<file path="config.mk">
export PLATFORM = sky130hd
export DESIGN_NAME = spd_cfg_fetch
export DESIGN_NICKNAME = d
export VERILOG_FILES = /design/src/rtl/spd_seq_pkg.sv /design/src/rtl/spd_req_port.sv /design/src/rtl/spd_seq_ctl.sv /design/src/rtl/spd_field_dec.sv /design/src/rtl/spd_cfg_fetch.sv
export SDC_FILE = /design/constraint.sdc
export NUM_CORES = 1
export LEC_CHECK = 0
export BUFFER_PORTS_ARGS = -buffer_cell sky130_fd_sc_hd__buf_2
export CORE_ASPECT_RATIO = 0.75
export CORE_MARGIN = 2
export CORE_UTILIZATION = 58
export CTS_CLUSTER_DIAMETER = 30
export DETAILED_ROUTE_END_ITERATION = 7
export PLACE_DENSITY = 0.86
export SETUP_SLACK_MARGIN = 0.02
export SLEW_MARGIN = 20
export SYNTH_ARGS = -nofsm -noshare
export SYNTH_HDL_FRONTEND = slang
export SYNTH_SLANG_ARGS = --single-unit
</file>
<file path="constraint.sdc">
create_clock -name clk_i -period 4.9 [get_ports clk_i]
set_input_delay 0.98 -clock clk_i [delete_from_list [all_inputs] [get_ports clk_i]]
set_output_delay 0.98 -clock clk_i [all_outputs]
set_load 0.005 [all_outputs]
</file>
<file path="src/rtl/spd_seq_pkg.sv">
package spd_seq_pkg;

  typedef enum logic [1:0] {
    ST_PROBE,
    ST_READ,
    ST_DONE,
    ST_HALT
  } seq_st_e;

  localparam int unsigned N_STEPS = 9;
  localparam int unsigned STEP_W  = $clog2(N_STEPS);

  // step index of each descriptor byte
  localparam logic [STEP_W-1:0] S_TYPE  = STEP_W'(0);
  localparam logic [STEP_W-1:0] S_MOD   = STEP_W'(1);
  localparam logic [STEP_W-1:0] S_DENS  = STEP_W'(2);
  localparam logic [STEP_W-1:0] S_ADDR  = STEP_W'(3);
  localparam logic [STEP_W-1:0] S_ORG   = STEP_W'(4);
  localparam logic [STEP_W-1:0] S_BUS   = STEP_W'(5);
  localparam logic [STEP_W-1:0] S_DVD   = STEP_W'(6);
  localparam logic [STEP_W-1:0] S_DIV   = STEP_W'(7);
  localparam logic [STEP_W-1:0] S_TCK   = STEP_W'(8);

  localparam logic [7:0] DDR3_TYPE   = 8'h0B;
  localparam logic [7:0] MTB_DIV_FULL = 8'h08;
  localparam logic [7:0] MTB_DIV_HALF = 8'h10;

  function automatic logic [7:0] step_reg(input logic [STEP_W-1:0] s);
    case (s)
      S_TYPE:  step_reg = 8'd2;
      S_MOD:   step_reg = 8'd3;
      S_DENS:  step_reg = 8'd4;
      S_ADDR:  step_reg = 8'd5;
      S_ORG:   step_reg = 8'd7;
      S_BUS:   step_reg = 8'd8;
      S_DVD:   step_reg = 8'd10;
      S_DIV:   step_reg = 8'd11;
      default: step_reg = 8'd12;
    endcase
  endfunction

endpackage

</file>
<file path="src/rtl/spd_req_port.sv">
module spd_req_port (
  input  logic clk_i,
  input  logic rst_ni,
  input  logic fire_i,
  input  logic busy_i,
  output logic req_o,
  output logic cpl_o
);

  logic inflight_q;

  always_ff @(posedge clk_i or negedge rst_ni) begin
    if (!rst_ni) begin
      req_o      <= 1'b0;
      inflight_q <= 1'b0;
    end else if (req_o) begin
      req_o <= 1'b0;
    end else if (inflight_q) begin
      if (!busy_i) inflight_q <= 1'b0;
    end else if (fire_i && !busy_i) begin
      req_o      <= 1'b1;
      inflight_q <= 1'b1;
    end
  end

  // engine has dropped busy after our strobe
  assign cpl_o = inflight_q && !req_o && !busy_i;

endmodule

</file>
<file path="src/rtl/spd_seq_ctl.sv">
module spd_seq_ctl
  import spd_seq_pkg::*;
#(
  parameter int unsigned ADDR_W = 7,
  parameter int unsigned REG_W  = 8
) (
  input  logic              clk_i,
  input  logic              rst_ni,
  input  logic              cpl_i,
  input  logic              nack_i,
  output logic              fire_o,
  output logic [ADDR_W-1:0] dev_addr_o,
  output logic [REG_W-1:0]  reg_addr_o,
  output logic              cap_o,
  output logic [STEP_W-1:0] step_o,
  output logic              done_o,
  output logic              fin_o,
  output logic              fail_o
);

  localparam logic [ADDR_W-1:0] ADDR_LAST = '1;
  localparam logic [STEP_W-1:0] STEP_LAST = STEP_W'(N_STEPS - 1);

  seq_st_e           st_q;
  logic [ADDR_W-1:0] addr_q;
  logic [STEP_W-1:0] step_q;
  logic              done_q;
  logic              fail_q;

  always_ff @(posedge clk_i or negedge rst_ni) begin
    if (!rst_ni) begin
      st_q   <= ST_PROBE;
      addr_q <= '0;
      step_q <= '0;
      done_q <= 1'b0;
      fail_q <= 1'b0;
    end else begin
      done_q <= 1'b0;
      case (st_q)
        ST_PROBE: if (cpl_i) begin
          if (!nack_i) begin
            st_q   <= ST_READ;
            step_q <= '0;
          end else if (addr_q == ADDR_LAST) begin
            st_q   <= ST_HALT;
            fail_q <= 1'b1;
          end else begin
            addr_q <= addr_q + 1'b1;
          end
        end
        ST_READ: if (cpl_i) begin
          if (nack_i) begin
            st_q   <= ST_HALT;
            fail_q <= 1'b1;
          end else if (step_q == STEP_LAST) begin
            st_q   <= ST_DONE;
            done_q <= 1'b1;
          end else begin
            step_q <= step_q + 1'b1;
          end
        end
        default: ;
      endcase
    end
  end

  assign fire_o     = (st_q == ST_PROBE) || (st_q == ST_READ);
  assign dev_addr_o = addr_q;
  assign reg_addr_o = (st_q == ST_PROBE) ? '0 : REG_W'(step_reg(step_q));
  assign cap_o      = cpl_i && !nack_i && (st_q == ST_READ);
  assign step_o     = step_q;
  assign done_o     = done_q;
  assign fin_o      = (st_q == ST_DONE);
  assign fail_o     = fail_q;

endmodule

</file>
<file path="src/rtl/spd_field_dec.sv">
module spd_field_dec
  import spd_seq_pkg::*;
#(
  parameter int unsigned DATA_W = 8,
  parameter int unsigned TCK_W  = 16
) (
  input  logic              clk_i,
  input  logic              rst_ni,
  input  logic              cap_i,
  input  logic [STEP_W-1:0] step_i,
  input  logic [DATA_W-1:0] rdata_i,
  output logic [7:0]        dev_type_o,
  output logic [7:0]        mod_type_o,
  output logic [7:0]        dens_o,
  output logic [7:0]        addr_o,
  output logic [7:0]        org_o,
  output logic [7:0]        bus_o,
  output logic [7:0]        mtb_dvd_o,
  output logic [7:0]        mtb_div_o,
  output logic [TCK_W-1:0]  tck_ps_o,
  output logic              bad_o
);

  logic [7:0]       byte_in;
  logic [TCK_W-1:0] b_ext, x125, tck_next;
  logic             div_full, div_half;
  logic             bad_type_q, bad_div_q;

  assign byte_in = rdata_i[7:0];

  // x*125 = x*128 - x*4 + x
  assign b_ext    = TCK_W'(byte_in);
  assign x125     = (b_ext << 7) - (b_ext << 2) + b_ext;
  assign div_full = (mtb_div_o == MTB_DIV_FULL);
  assign div_half = (mtb_div_o == MTB_DIV_HALF);
  assign tck_next = div_full ? x125 : (div_half ? (x125 >> 1) : '0);

  always_ff @(posedge clk_i or negedge rst_ni) begin
    if (!rst_ni) begin
      dev_type_o <= '0;
      mod_type_o <= '0;
      dens_o     <= '0;
      addr_o     <= '0;
      org_o      <= '0;
      bus_o      <= '0;
      mtb_dvd_o  <= '0;
      mtb_div_o  <= '0;
      tck_ps_o   <= '0;
      bad_type_q <= 1'b0;
      bad_div_q  <= 1'b0;
    end else if (cap_i) begin
      case (step_i)
        S_TYPE: begin
          dev_type_o <= byte_in;
          bad_type_q <= (byte_in != DDR3_TYPE);
        end
        S_MOD:  mod_type_o <= byte_in;
        S_DENS: dens_o     <= byte_in;
        S_ADDR: addr_o     <= byte_in;
        S_ORG:  org_o      <= byte_in;
        S_BUS:  bus_o      <= byte_in;
        S_DVD:  mtb_dvd_o  <= byte_in;
        S_DIV:  mtb_div_o  <= byte_in;
        S_TCK: begin
          tck_ps_o  <= tck_next;
          bad_div_q <= !(div_full || div_half);
        end
        default: ;
      endcase
    end
  end

  assign bad_o = bad_type_q || bad_div_q;

endmodule

</file>
<file path="src/rtl/spd_cfg_fetch.sv">
module spd_cfg_fetch
  import spd_seq_pkg::*;
#(
  parameter int unsigned ADDR_W  = 7,
  parameter int unsigned REG_W   = 8,
  parameter int unsigned DATA_W  = 8,
  parameter int unsigned DIV_W   = 16,
  parameter int unsigned TCK_W   = 16,
  parameter int unsigned CLK_DIV = 249
) (
  input  logic              clk_i,
  input  logic              rst_ni,
  input  logic              busy_i,
  input  logic              nack_i,
  input  logic [DATA_W-1:0] rdata_i,
  output logic              req_o,
  output logic              rd_o,
  output logic [ADDR_W-1:0] dev_addr_o,
  output logic [REG_W-1:0]  reg_addr_o,
  output logic [DIV_W-1:0]  div_o,
  output logic              done_o,
  output logic              valid_o,
  output logic              err_o,
  output logic [7:0]        dev_type_o,
  output logic [7:0]        mod_type_o,
  output logic [2:0]        bank_code_o,
  output logic [3:0]        cap_code_o,
  output logic [2:0]        row_code_o,
  output logic [2:0]        col_code_o,
  output logic [2:0]        rank_code_o,
  output logic [2:0]        width_code_o,
  output logic [2:0]        bus_code_o,
  output logic [7:0]        mtb_dvd_o,
  output logic [7:0]        mtb_div_o,
  output logic [TCK_W-1:0]  tck_ps_o
);

  logic              fire, cpl, cap, fail, bad;
  logic [STEP_W-1:0] step;
  logic [7:0]        dens, addr_b, org, bus;

  spd_req_port i_req (
    .clk_i  (clk_i),
    .rst_ni (rst_ni),
    .fire_i (fire),
    .busy_i (busy_i),
    .req_o  (req_o),
    .cpl_o  (cpl)
  );

  spd_seq_ctl #(
    .ADDR_W (ADDR_W),
    .REG_W  (REG_W)
  ) i_ctl (
    .clk_i      (clk_i),
    .rst_ni     (rst_ni),
    .cpl_i      (cpl),
    .nack_i     (nack_i),
    .fire_o     (fire),
    .dev_addr_o (dev_addr_o),
    .reg_addr_o (reg_addr_o),
    .cap_o      (cap),
    .step_o     (step),
    .done_o     (done_o),
    .fin_o      (valid_o),
    .fail_o     (fail)
  );

  spd_field_dec #(
    .DATA_W (DATA_W),
    .TCK_W  (TCK_W)
  ) i_dec (
    .clk_i      (clk_i),
    .rst_ni     (rst_ni),
    .cap_i      (cap),
    .step_i     (step),
    .rdata_i    (rdata_i),
    .dev_type_o (dev_type_o),
    .mod_type_o (mod_type_o),
    .dens_o     (dens),
    .addr_o     (addr_b),
    .org_o      (org),
    .bus_o      (bus),
    .mtb_dvd_o  (mtb_dvd_o),
    .mtb_div_o  (mtb_div_o),
    .tck_ps_o   (tck_ps_o),
    .bad_o      (bad)
  );

  assign rd_o         = 1'b1;
  assign div_o        = DIV_W'(CLK_DIV);
  assign err_o        = fail || bad;
  assign bank_code_o  = dens[6:4];
  assign cap_code_o   = dens[3:0];
  assign row_code_o   = addr_b[5:3];
  assign col_code_o   = addr_b[2:0];
  assign rank_code_o  = org[5:3];
  assign width_code_o = org[2:0];
  assign bus_code_o   = bus[2:0];

endmodule

</file>
==> run metrics, run 1 <==
FF+latch count, synth=slightly below 90; Final Skew=0.01528 ns; clk_lat worst skew=roughly 0.36 ns; Antenna Cells=0; register area share after synthesis=0.4625; Sum Neg Setup Slack=0 ns; Netlist cell types=56; crit share post-route=0.7157; die height=between 80 and 90 um; vias in the first global route=3672; hold worst-path end=i_ctl.dev_addr_o[5]; Worst slew margin=0.4700; Die Area=0.009056 mm2; CP peak stage delay=around 0.68 ns; HPWL after DPL=between 8000 and 9000 um; clock root cell=clkbuf_8; r2r setup slk=between 2 and 2.5 ns; Worst Tran Pin Value=between 0.7 and 0.8 ns; final slew viol count=0; ranking of synthesized cells by area=dfrtp_1 46%, mux2_2 13%, ha_1 7.3%, buf_4 3.3%, nand2_1 3.2%; Startpoint Class=primary input; post_cts resized=0; Top Ports=approximately 120; RSZ-0062 raised after global routing=no; Reg area=about 0.0022 mm2; net total in the final layout=~580; Vias per Instance=5.725; Final setup violation count=0; Post-Syn Area per Cell=about 11 um2; DR DRC count=0; crit-path cells=buf_2, inv_1, ha_1, ha_1, a21o_1, a221oi_1, o21ba_2, xnor2_1, nor2_1, a221o_1; status=finished, final reports clean; antenna violations before repair=0; Design Power=around 1.9 mW; Core Box Area=~0.008 mm2; Yosys top cell by area=dfrtp_1; # fillers=just over 600; DP Area=approximately 0.0053 mm2; CP Data Arrival Time=3.74 ns; CP dominant cell by count=ha_1; area of the multi-input gates=0.002384 mm2; Die Span X=approximately 110 um; CTS tree=done; Post-synth ARST share=1.000; CTS clk-pin slew, worst paths=0.09 ns; FF-to-FF path depth=7; routed len/inst=between 15 and 20 um; maximum clock rate=roughly 0.29 GHz; Post-synth top cells=89 x dfrtp_1, 56 x mux2_2, 41 x nand2_1; H-tree depth=3; CTS Sinks=roughly 90; Initial Util=0.6029; vias post-DR=between 3000 and 4000; hold crit path type=flip-flop to flip-flop; Top delay family on crit path=compound AO/OA/AOI/OAI gates; DR iter-0 viols=approximately 240; GRT Total Usage=0.2604; DP Cell Count=~640; FP Rows=28; Crit path buffers/inverters=2; Non-Filler Instances=650; Post-CTS Setup Inserts=0; LEAKAGE=around 3 nW; Worst setup EP type=flip-flop; worst endpoint required time=around 5.1 ns; R2R Path Start=i_ctl.st_q[1]; top-area cell type share of the netlist area=0.4625; max-cap viol count=0; count leader, synth=dfrtp_1; EDFF count, synth=0; CTS Hold Buffers Added=0; Hold Crit Start=i_ctl.dev_addr_o[5]; CTS buffer count=9; Synth-to-Final Area Change=14.00%; first-pass GRT wire length=~18000 um; hold path depth=1; largest net degree at the start of global routing=90; final hold viol count=0; Worst Path Max Fanout=15; layout cells sized above 1=0.3248; top_reg_cell synth=dfrtp_1; Yosys warning count=0; Post-Synthesis Cell Area=about 0.0048 mm2; GRT overflow=0; slowest CP cell=a221oi_1; VDD IR max=between 0.0002 and 0.0003 V; fin util=0.6873; Final Wtd Congestion=around 0.95; final wirelength=approximately 11000 um; Cells after Synth=449; drt pass-1 iters=4; buffers from clock root to sink, at most=2; Design Area, Final=approximately 0.0055 mm2; PortBufs=96; minimum clock period=around 3.5 ns; Post-DRT Antenna Nets=0; PwrDens=345.9 mW/mm2; r2r endpoint=i_dec.tck_ps_o[11]; kind of critical path=primary input to flip-flop
-- where the power goes --
group | leakage [nW] | switching (mW) | internal, mW
combinational | 1.70 | 0.265 | 0.235
sequential | 1.21 | 0.0935 | 0.833
clock | 0.0902 | 0.272 | 0.200
total | 3.00 | 0.631 | 1.27
-- per-layer routing --
| metal | vias up | share of wire | global-route usage | routed length [um] |
|---|---|---|---|---|
| li1 | 1739 | - | - | - |
| met4 | 0 | 0.012 | 0.07825 | 132 |
| met5 | - | 0 | 0 | 0 |
| met1 | 1810 | 0.44 | 0.3726 | 5052 |
| met2 | 158 | 0.45 | 0.3811 | 5086 |
| met3 | 14 | 0.096 | 0.08085 | 1095 |
-- kinds of logic (layout without fill, tap and decap cells) --
group | after synthesis | in the layout | share of synthesized area
flops | 89 | 89 | 0.4625
buf+inv | 54 | 131 | 0.05871
xor+xnor | 16 | 16 | 0.02910
simple gates | 125 | 125 | 0.1283
other cells | 2 | 21 | 0.001559
compound gates | 74 | 74 | 0.1037
mux | 60 | 60 | 0.1393
fa+ha+maj | 29 | 29 | 0.07690
-- worst reg2reg max path: stages, from the launching register on --
cell and delay, ns:
dfrtp_1 0.45, nor4b_1 0.58, and2_1 0.33, nand2b_1 0.41
inv_1 0.53, nand2_1 0.21, o21ai_0 0.21, a21o_1 0.11
-- flip-flops by register name (all words and copies together), names as in the netlist --
register          count
i_dec.org_o           6
i_ctl.dev_addr_o      7
i_ctl.step_o          4
i_dec.bus_o           3
i_ctl.fail_o          1
i_dec.mod_type_o      8
i_req.inflight_q      1
i_dec.mtb_div_o       8
i_req.req_o           1
i_dec.addr_o          6
i_dec.mtb_dvd_o       8
i_ctl.done_o          1
i_ctl.st_q            2
i_dec.bad_div_q       1
i_dec.bad_type_q      1
i_dec.dens_o          7
i_dec.dev_type_o      8
i_dec.tck_ps_o       16
-- worst max path at each step --
stage	slack (ns)	start	end	depth (start not counted)
floorplan	1.50	rdata_i[1]	i_dec.tck_ps_o[15]	10
global placement	1.14	rdata_i[1]	i_dec.tck_ps_o[9]	10
detailed placement	1.12	rdata_i[1]	i_dec.tck_ps_o[10]	10
CTS	1.46	rdata_i[1]	i_dec.tck_ps_o[10]	10
global route	1.17	rdata_i[1]	i_dec.tck_ps_o[9]	10
finish	1.39	rdata_i[1]	i_dec.tck_ps_o[10]	10
-- area by class of cell --
class | count | area share
Clock buffer | 10 | 0.02507
Clock inverter | 5 | 0.007521
Inverter | 18 | 0.01231
Multi-Input combinational cell | 325 | 0.4341
Sequential cell | 89 | 0.4057
Tap cell | 105 | 0.02393
Timing Repair Buffer | 98 | 0.09139
-- cells in the final DEF, fill, tap and decap left out, drive strengths merged, types with 6 or more instances in the layout --
master and n:
clkbuf 10, conb 21, mux2 56, dfrtp 89, nand3 8, buf 98, and3 6, xnor2 14
nor2 29, a21o 6, nand2 41, o21ai 18, inv 19, a221oi 6, ha 28, a21oi 17
-- through the flow --
stage	hold WS, ns	worst slack [ns]
floorplan	0.4342	1.502
global placement	0.4590	1.142
detailed placement	0.4753	1.125
CTS	0.4906	1.462
global route	0.5113	1.167
finish	0.4886	1.393
Note: power is estimated with default switching activity, not from simulation.
==> run 2, diff against run 1 <==
--- a/config.mk
+++ b/config.mk
@@ -8,10 +8,10 @@
 export BUFFER_PORTS_ARGS = -buffer_cell sky130_fd_sc_hd__buf_2
 export CORE_ASPECT_RATIO = 0.75
 export CORE_MARGIN = 2
-export CORE_UTILIZATION = 58
+export CORE_UTILIZATION = 54
 export CTS_CLUSTER_DIAMETER = 30
 export DETAILED_ROUTE_END_ITERATION = 7
-export PLACE_DENSITY = 0.86
+export PLACE_DENSITY = 0.81
 export SETUP_SLACK_MARGIN = 0.02
 export SLEW_MARGIN = 20
 export SYNTH_ARGS = -nofsm -noshare
==> constraint.sdc (replaced) <==
create_clock -name clk_i -period 3.3 [get_ports clk_i]
set_input_delay 0.66 -clock clk_i [delete_from_list [all_inputs] [get_ports clk_i]]
set_output_delay 0.66 -clock clk_i [all_outputs]
set_load 0.005 [all_outputs]
==> run metrics, run 2 (same netlist as run 1, synthesis figures left out) <==
status=finished, violations left (was finished, final reports clean); PwrDens=550.9 mW/mm2 (was 345.9 mW/mm2); P_int=2.140 mW (was 1.268 mW); Largest Register=i_dec.tck_ps_o (unchanged); FP Rows=29 (was 28); Clk pwr share=0.324 (was 0.249); Die Area=0.009698 mm2 (was 0.009056 mm2); DP Area=0.005424 mm2 (was 0.005308 mm2); layout cells sized above 1=0.3440 (was 0.3248); Worst Tran Pin Value=0.7531 ns (was 0.7950 ns); buffers from clock root to sink, at most=2 (unchanged); CP Data Arrival Time=3.07 ns (was 3.74 ns); final slew viol count=0 (unchanged); Design Area, Final=0.005736 mm2 (was 0.005490 mm2); DR iter-0 viols=178 (was 241); DR DRC count=4 (was 0); routed len/inst=17.99 um (was 17.49 um); DP Cell Count=653 (was 635); Final setup violation count=0 (unchanged); VDD IR max=0.0002894 V (was 0.0002502 V); Antenna Cells=0 (unchanged); net total in the final layout=597 (was 582); HPWL after DPL=8885 um (was 8348 um); Vias per Instance=5.737 (was 5.725); minimum clock period=around 2.8 ns; max reg flops=16 (unchanged); Seq pwr share=0.434 (was 0.488); Sum Neg Setup Slack=0 ns (unchanged); clock root cell=clkbuf_16 (was clkbuf_8); Die Span X=113.0 um (was 109.2 um); Final Wtd Congestion=0.9525 (was 0.9474); post_cts resized=0 (unchanged); antenna violations before repair=0 (unchanged); CTS Hold Buffers Added=0 (unchanged); violated checks=DRC; die height=85.79 um (was 82.92 um); maximum clock rate=around 0.35 GHz; most frequent cells in the layout=95 x buf_2, 89 x dfrtp_1, 56 x mux2_2 (unchanged); Fin Hold WS=0.3718 ns (was 0.4886 ns); final wirelength=12040 um (was 11370 um); GRT Total Usage=0.2541 (was 0.2604); combinational power share=0.242 (was 0.263); clk_lat worst skew=0.34 ns (was 0.36 ns); Metal-1 WL=5364 um (was 5052 um); crit share post-route=0.8544; commonest non-fill, non-tap cell in the layout=buf_2 (unchanged); Final Skew=0.01200 ns (was 0.01528 ns); Synth-to-Final Area Change=19.10% (was 14.00%); drt pass-1 iters=7 (was 4); WL met2=5280 um (was 5086 um); LEAKAGE=3.131 nW (was 3.000 nW); CTS tree=done (unchanged); largest net degree at the start of global routing=62 (was 90); Non-Filler Instances=669 (was 650); H-tree depth=3 (unchanged); vias post-DR=3838 (was 3721); Startpoint Class=primary input (unchanged); DR top layer=met4 (unchanged); kind of critical path=primary input to flip-flop (unchanged); Core Box Area=0.008563 mm2 (was 0.007988 mm2); Worst slew margin=0.4979 (was 0.4700); hold crit path type=primary input to asynchronous set/reset pin (was flip-flop to flip-flop); max-cap viol count=0 (unchanged); GRT overflow=0 (unchanged); Top Ports=118 (unchanged); Initial Util=0.5624 (was 0.6029); vias in the first global route=3762 (was 3672); CTS Sinks=89 (unchanged); final hold viol count=0 (unchanged); fin util=0.6698 (was 0.6873); first-pass GRT wire length=19430 um (was 18420 um); Post-DRT Antenna Nets=0 (unchanged); CTS buffer count=9 (unchanged); Worst Path Max Fanout=12 (was 15); Sw Share=0.3228 (was 0.3322); PortBufs=96 (unchanged); Post-CTS Setup Inserts=0 (unchanged); worst endpoint required time=3.56 ns (was 5.13 ns); Worst setup EP type=flip-flop (unchanged); RSZ-0062 raised after global routing=no (unchanged); P_sw=1.020 mW (was 630.9 uW); CTS clk-pin slew, worst paths=0.07 ns (was 0.09 ns); Routed met3 length=1182 um (was 1095 um)
## run 2: cell types whose count changed in the layout (fill, tap and decap cells not counted), sizes merged
cell	previous run	this run
buf	98	113
clkinv	3	5
clkbuf	10	9
clkinvlp	1	0
inv	19	20
## run 2: path summary, 6_finish.rpt
| kind | start | to | slack (ns) | cells past startpoint |
|---|---|---|---|---|
| hold / removal | rst_ni | i_dec.mtb_div_o[5] | 0.37 | 1 |
| setup reg to reg | i_dec.mtb_div_o[1] | i_dec.tck_ps_o[14] | 0.66 | 6 |
| setup / recovery | rdata_i[2] | i_dec.tck_ps_o[15] | 0.48 | 11 |
| max in group asynchronous | rst_ni | i_dec.mod_type_o[6] | 2.18 | 2 |
| min in group clk_i | i_dec.tck_ps_o[2] | i_dec.tck_ps_o[2] | 0.48 | 2 |
| hold reg to reg | i_dec.tck_ps_o[2] | i_dec.tck_ps_o[2] | 0.48 | 2 |
## run 2: critical path, cell delays in order
cell,delay [ns]
buf_2,0.26
inv_1,0.08
ha_1,0.30
ha_1,0.37
and3_1,0.18
a221oi_1,0.28
buf_4,0.20
nor3_1,0.06
o41a_1,0.39
xnor2_1,0.13
o21ai_0,0.16
## run 2: power by group through the flow
| stage | Combinational (mW) | Clock, mW | Sequential, mW |
|---|---|---|---|
| floorplan | 0.467 | 0 | 1.36 |
| global placement | 0.728 | 0 | 1.38 |
| detailed placement | 0.752 | 0 | 1.39 |
| CTS | 0.760 | 1.03 | 1.37 |
| global route | 0.850 | 1.09 | 1.40 |
| finish | 0.765 | 1.02 | 1.37 |
## run 2: layout make-up
class                   instances  area [um2]
repair buffers                113       610.6
clock buffers                   9       225.2
well taps                     108       135.1
multi-input cells             325        2384
inverters                      18       67.56
flip-flops and latches         89        2227
clock inverters                 7       86.33
fillers                       643        2828
## run 2: layer usage
metal  vias to the layer above  global-route usage
li1                       1765                   -
met4                         0             0.07650
met1                      1890              0.3503
met2                       167              0.3783
met5                         -                   0
met3                        16             0.09399
## run 2: through the flow
stage	setup slack [ns]	total power [mW]
after floorplan	0.2217	1.828
after global placement	0.2518	2.109
after detailed placement	0.1658	2.140
after CTS	0.5190	3.163
after global routing	0.3292	3.337
final	0.4804	3.160
